`config.mk`:
```
export PLATFORM = sky130hd
export DESIGN_NAME = can_tx_msg_buf
export DESIGN_NICKNAME = d
export VERILOG_FILES = /design/src/rtl/can_tx_msg_buf.sv
export SDC_FILE = /design/constraint.sdc
export NUM_CORES = 1
export LEC_CHECK = 0
export ABC_AREA = 1
export BUFFER_PORTS_ARGS = -buffer_cell sky130_fd_sc_hd__buf_2
export CELL_PAD_IN_SITES_DETAIL_PLACEMENT = 1
export CELL_PAD_IN_SITES_GLOBAL_PLACEMENT = 1
export CORE_UTILIZATION = 45
export DETAILED_ROUTE_END_ITERATION = 6
export PLACE_DENSITY_LB_ADDON = 0.08
export SLEW_MARGIN = 10
export SYNTH_ARGS = -nofsm -noshare
export SYNTH_HDL_FRONTEND = slang
export SYNTH_SLANG_ARGS = --single-unit
```
`constraint.sdc`:
```
create_clock -name clk -period 2.69 [get_ports clk]
set_input_delay 0.1345 -clock clk [delete_from_list [all_inputs] [get_ports clk]]
set_output_delay 0.1345 -clock clk [all_outputs]
set_load 0.05 [all_outputs]
```
`src/rtl/can_tx_msg_buf.sv`:
```
module can_tx_msg_buf #(
  parameter int DATA_W   = 8,
  parameter int MAX_DLEN = 8,
  parameter int AW       = 4
) (
  input  logic              clk,
  input  logic              rst_n,
  input  logic [AW-1:0]     cpu_addr,
  input  logic              cpu_wr_en,
  input  logic [DATA_W-1:0] cpu_wdata,
  output logic [DATA_W-1:0] cpu_rdata,
  input  logic              cpu_tx_req,
  input  logic              viol_clr,
  output logic              access_viol,
  output logic              locked,
  input  logic              eng_rd_en,
  input  logic [AW-1:0]     eng_addr,
  output logic [DATA_W-1:0] eng_rdata,
  input  logic              eng_done,
  input  logic              eng_abort
);
  localparam int DEPTH    = 2 + MAX_DLEN;
  localparam int CTRL_IDX = 1;
  localparam int DLC_W    = 4;

  logic [DATA_W-1:0] mem [DEPTH];
  logic              locked_q, viol_q;
  logic [DATA_W-1:0] port_q, eng_q;
  logic [DLC_W-1:0]  dlc_clamped;

  wire [AW-1:0] port_addr = locked_q ? eng_addr : cpu_addr;
  wire          port_we   = !locked_q && cpu_wr_en;

  always_comb begin
    port_q = '0;
    for (int i = 0; i < DEPTH; i++)
      if (port_addr == AW'(i)) port_q = mem[i];
  end

  for (genvar g = 0; g < DEPTH; g++) begin : g_cell
    always_ff @(posedge clk) begin
      if (!rst_n)                                mem[g] <= '0;
      else if (port_we && port_addr == AW'(g))   mem[g] <= cpu_wdata;
    end
  end

  assign dlc_clamped = (port_q[DLC_W-1:0] > DLC_W'(MAX_DLEN)) ? DLC_W'(MAX_DLEN)
                                                               : port_q[DLC_W-1:0];

  assign cpu_rdata = locked_q                   ? '0 :
                     (cpu_addr == AW'(CTRL_IDX)) ? {port_q[DATA_W-1:DLC_W], dlc_clamped} :
                                                  port_q;

  always_ff @(posedge clk) begin
    if (!rst_n) begin
      locked_q <= 1'b0;
      viol_q   <= 1'b0;
      eng_q    <= '0;
    end else begin
      if (!locked_q && cpu_tx_req)               locked_q <= 1'b1;
      else if (locked_q && (eng_done || eng_abort)) locked_q <= 1'b0;
      if (locked_q && cpu_wr_en)                 viol_q <= 1'b1;
      else if (viol_clr)                         viol_q <= 1'b0;
      eng_q <= (locked_q && eng_rd_en) ? port_q : '0;
    end
  end

  assign locked      = locked_q;
  assign access_viol = viol_q;
  assign eng_rdata   = eng_q;
endmodule


```
==> summary by stage <==
Outcome
The run finished with clean final reports.

Placement
After detailed placement, the total cell area comes to 4430 um^2. The placer's final routability congestion estimate is 0.795. The number of I/O port buffers is 41.

The HPWL after detailed placement is 7730 um.

Yosys
After synthesis the cells add up to 4060 um^2. The share of flip-flops with an asynchronous set or reset after synthesis is 0%. After synthesis, the most frequently instantiated cells are sky130_fd_sc_hd__nor2_1, sky130_fd_sc_hd__nand2_1, sky130_fd_sc_hd__edfxtp_1, sky130_fd_sc_hd__inv_1, sky130_fd_sc_hd__nand3_1. The top cell type's share of synthesized area is 59.2%. The synthesized netlist cell count is 421.

The number of warnings reported in the yosys synthesis log is 0. The post-synthesis average cell area is 9.63 um^2. The most used flip-flop cell after synthesis is sky130_fd_sc_hd__edfxtp_1.

The distinct cell type count after synthesis is 25. The number of nets in the synthesized netlist is 445. After synthesis the netlist holds a flip-flop and latch count of 90. The largest total area in the synthesized netlist belongs to sky130_fd_sc_hd__edfxtp_1. By area the synthesized netlist is led by sky130_fd_sc_hd__edfxtp_1, sky130_fd_sc_hd__nor2_1, sky130_fd_sc_hd__nand2_1.

The most common cell in the synthesized netlist is sky130_fd_sc_hd__nor2_1. The sequential fraction of the synthesis area is 64.2%. The number of enable flip-flop cells after synthesis is 80.

Floorplanning
42 I/O pins were placed. In this run the vertical extent of the chip is 96.9 um. The initial cell density of the core is 46.5%. In this run the standard cell core region covers 8720 um^2. From left edge to right edge, the die measures 96.9 um.

The floorplan step defined a die boundary enclosing 9400 um^2. The row count is 34.

CTS
Clock tree synthesis selected as its root buffer the cell sky130_fd_sc_hd__clkbuf_8. In this run the number of H-tree levels came out at 3. For this design, the sink count on the clock tree is 90. TritonCTS built the clock tree.

The largest buffer count on any clock path is 2. After clock tree synthesis, the clock-pin slew on the worst setup and hold paths is 0.09 ns. Clock tree synthesis inserted a total of 9 buffers. The clock latency on the worst-skew pair is 0.36 ns.

Worst setup path
The critical path starts at locked. The worst setup path is captured at an output pin. STA puts the critical path data required time at 2.56 ns.

The launching point of the worst reg2reg path is locked. The critical path is of the reg2out type. Data on the critical path arrives at its endpoint at 2.44 ns.

Of all nets on the critical path, the largest fanout is 9. STA classifies the critical path startpoint as a flip-flop.

Timing
Hold is met by 0.0372 ns. At the pin with the least slew margin, the transition time is 0.517 ns. The total count of hold-check failures in the final report is 0. Dividing the final minimum period by the clock period gives 95.6%.

The maximum clock frequency is 0.389 GHz. Clock skew on the completed layout was measured at 0.00941 ns. Setup violations remaining at the end of the flow were counted as 0. The final number of max-transition violations is 0. In this run the tightest slew margin relative to its limit is 65.3%.

The worst path needs 2.57 ns of the cycle, external delays included.

Route
Signal routing reaches up to met4. The total met3 wirelength after detailed routing is 626 um. The overall via count from detail_route is 3,150. Once detail routing completed, the nets flagged for antenna violations numbered 0. Dividing the detail-routed via count by the number of cells gives 5.27.

In the final routed layout, each cell accounts on average for 18.4 um. The number of DRC markers in iteration 0 is 177. The detailed router put a total of 5160 um of wire on met1. The number of search-and-repair iterations in the first detailed-routing pass is 4. The length of routed met2 wiring is 5010 um. The final routed wirelength across all metal layers is 11,000 um. For this run, design rule violations remaining after detail routing come to 0.

Global routing
The first global-routing pass estimated 17,400 um of wire. The total overflow left after global routing is 0. The number of antenna violations at the first check in global routing was 0.

Global routing consumed, over all layers together, 24.5% of the routing resources. The number of global-route vias before repair is 3,121. Entering global routing, the biggest net connects 26 pins.

Cells and area
The final non-filler cell area is 4750 um^2. The net count of the finished layout is 509. Across the whole layout, storage elements account for 2610 um^2. The layout-stage area growth over the synthesis result is 17.2%. The repair_antennas step left the layout with diodes totalling 0. The post-route netlist has 23.7% of its cells at a drive strength greater than 1. The count of filler cells inserted in the layout is 1,019.

Summing all multi-input logic gate instances after layout gives 1310 um^2.

Run
Max-cap violations in this run came to 0.

Power
In this run the power density over the cells is 614 nW/um^2. Summed over all cells, the static leakage comes to 2.02 nW. The maximum vdd drop is 0.000309 V.

Worst hold path
The path class of the lowest-slack min-delay path is in2reg. The startpoint of the lowest-slack hold path is eng_rd_en.
report_power, final:
part	switching (mW)	internal [mW]	total (mW)
sequential	0.0203	1.58	1.60
combinational	0.340	0.131	0.470
clock	0.510	0.336	0.846
timing repair:
item	in CTS	in global routing
hold buffers	1	1
buffers inserted	0	7
pin swaps	0	12
resized for setup	1	29
endpoints found under the setup margin	5	7
hold endpoints to repair	1	1
final cells by class:
class                      instances  area share [%]
clock inverter                     6           0.895
timing repair buffer              59            7.79
sequential                        90            54.8
tap                              108            2.84
clock buffer                      10            2.69
inverter                          40            3.40
multi-input combinational        285            27.5
logic make-up after synthesis:
family	share of synthesized area, %
buffers and inverters	4.60
flip-flops	64.2
AO/OA/AOI/OAI	2.96
AND/OR/NAND/NOR	28.3
state kept, by name, indices dropped and copies added, names as in the netlist:
register,count
mem,80
access_viol,1
locked,1
eng_rdata,8
per-stage QoR:
stage | setup TNS, ns | utilization (%) | total power [mW] | worst slack [ns] | instances
finish | 0 | 54.5 | 2.92 | 0.119 | 598
global route | -0.148 | 54.5 | 3.02 | -0.0515 | 598
CTS | 0 | 52.9 | 2.88 | 0.0115 | 590
detailed placement | 0 | 50.8 | 2.06 | 0.282 | 573
global placement | 0 | 50.8 | 2.05 | 0.361 | 573
floorplan | 0 | - | 1.91 | 0.154 | 421
final timing paths:
| check | slack, ns | end | depth (start not counted) |
|---|---|---|---|
| min reg2reg | 0.47 | access_viol | 2 |
| min | 0.04 | eng_rdata[3] | 3 |
| max reg2reg | 0.61 | eng_rdata[6] | 14 |
| max | 0.12 | cpu_rdata[6] | 14 |
cell usage in the layout (no fill, tap or decap), types with 2 or more instances in the layout:
master	Yosys	routed
sky130_fd_sc_hd__buf_4	0	16
sky130_fd_sc_hd__or2_2	5	5
sky130_fd_sc_hd__nand3_1	22	21
sky130_fd_sc_hd__a21oi_2	0	2
sky130_fd_sc_hd__inv_4	2	3
sky130_fd_sc_hd__nand2_1	88	86
sky130_fd_sc_hd__nor2_1	120	115
sky130_fd_sc_hd__dfxtp_1	10	9
sky130_fd_sc_hd__nor2_2	1	5
sky130_fd_sc_hd__nor2_4	5	6
sky130_fd_sc_hd__nand2_4	2	2
sky130_fd_sc_hd__clkbuf_8	0	9
sky130_fd_sc_hd__inv_2	7	6
sky130_fd_sc_hd__buf_2	1	37
sky130_fd_sc_hd__clkinv_1	9	9
sky130_fd_sc_hd__nand2_2	9	11
sky130_fd_sc_hd__buf_6	1	2
sky130_fd_sc_hd__nand4_1	9	9
sky130_fd_sc_hd__inv_1	22	22
sky130_fd_sc_hd__edfxtp_1	80	80
sky130_fd_sc_hd__a21oi_1	10	8
sky130_fd_sc_hd__dlygate4sd3_1	0	2
sky130_fd_sc_hd__o21ai_0	9	9
sky130_fd_sc_hd__clkinvlp_4	0	5
routing by layer:
| layer | global-route usage (%) | up-vias |
|---|---|---|
| li1 | - | 1506 |
| met1 | 36.1 | 1534 |
| met2 | 37.1 | 97 |
| met3 | 4.19 | 13 |
| met4 | 7.35 | 0 |
| met5 | 0 | - |
worst max-delay path: stages, from the launching register on:
cell                       delay (ns)
sky130_fd_sc_hd__dfxtp_4         0.38
sky130_fd_sc_hd__buf_4           0.16
sky130_fd_sc_hd__nand2_1         0.09
sky130_fd_sc_hd__nand2_2         0.10
sky130_fd_sc_hd__nand2_4         0.13
sky130_fd_sc_hd__nor2_4          0.07
sky130_fd_sc_hd__nand2_1         0.06
sky130_fd_sc_hd__nand2_1         0.09
sky130_fd_sc_hd__a21oi_2         0.16
sky130_fd_sc_hd__nand3_2         0.12
sky130_fd_sc_hd__nor2_2          0.13
sky130_fd_sc_hd__nand4_1         0.17
sky130_fd_sc_hd__nor2_2          0.17
sky130_fd_sc_hd__nor2_1          0.05
sky130_fd_sc_hd__clkbuf_4        0.20
(Power assumes the default switching activity.)
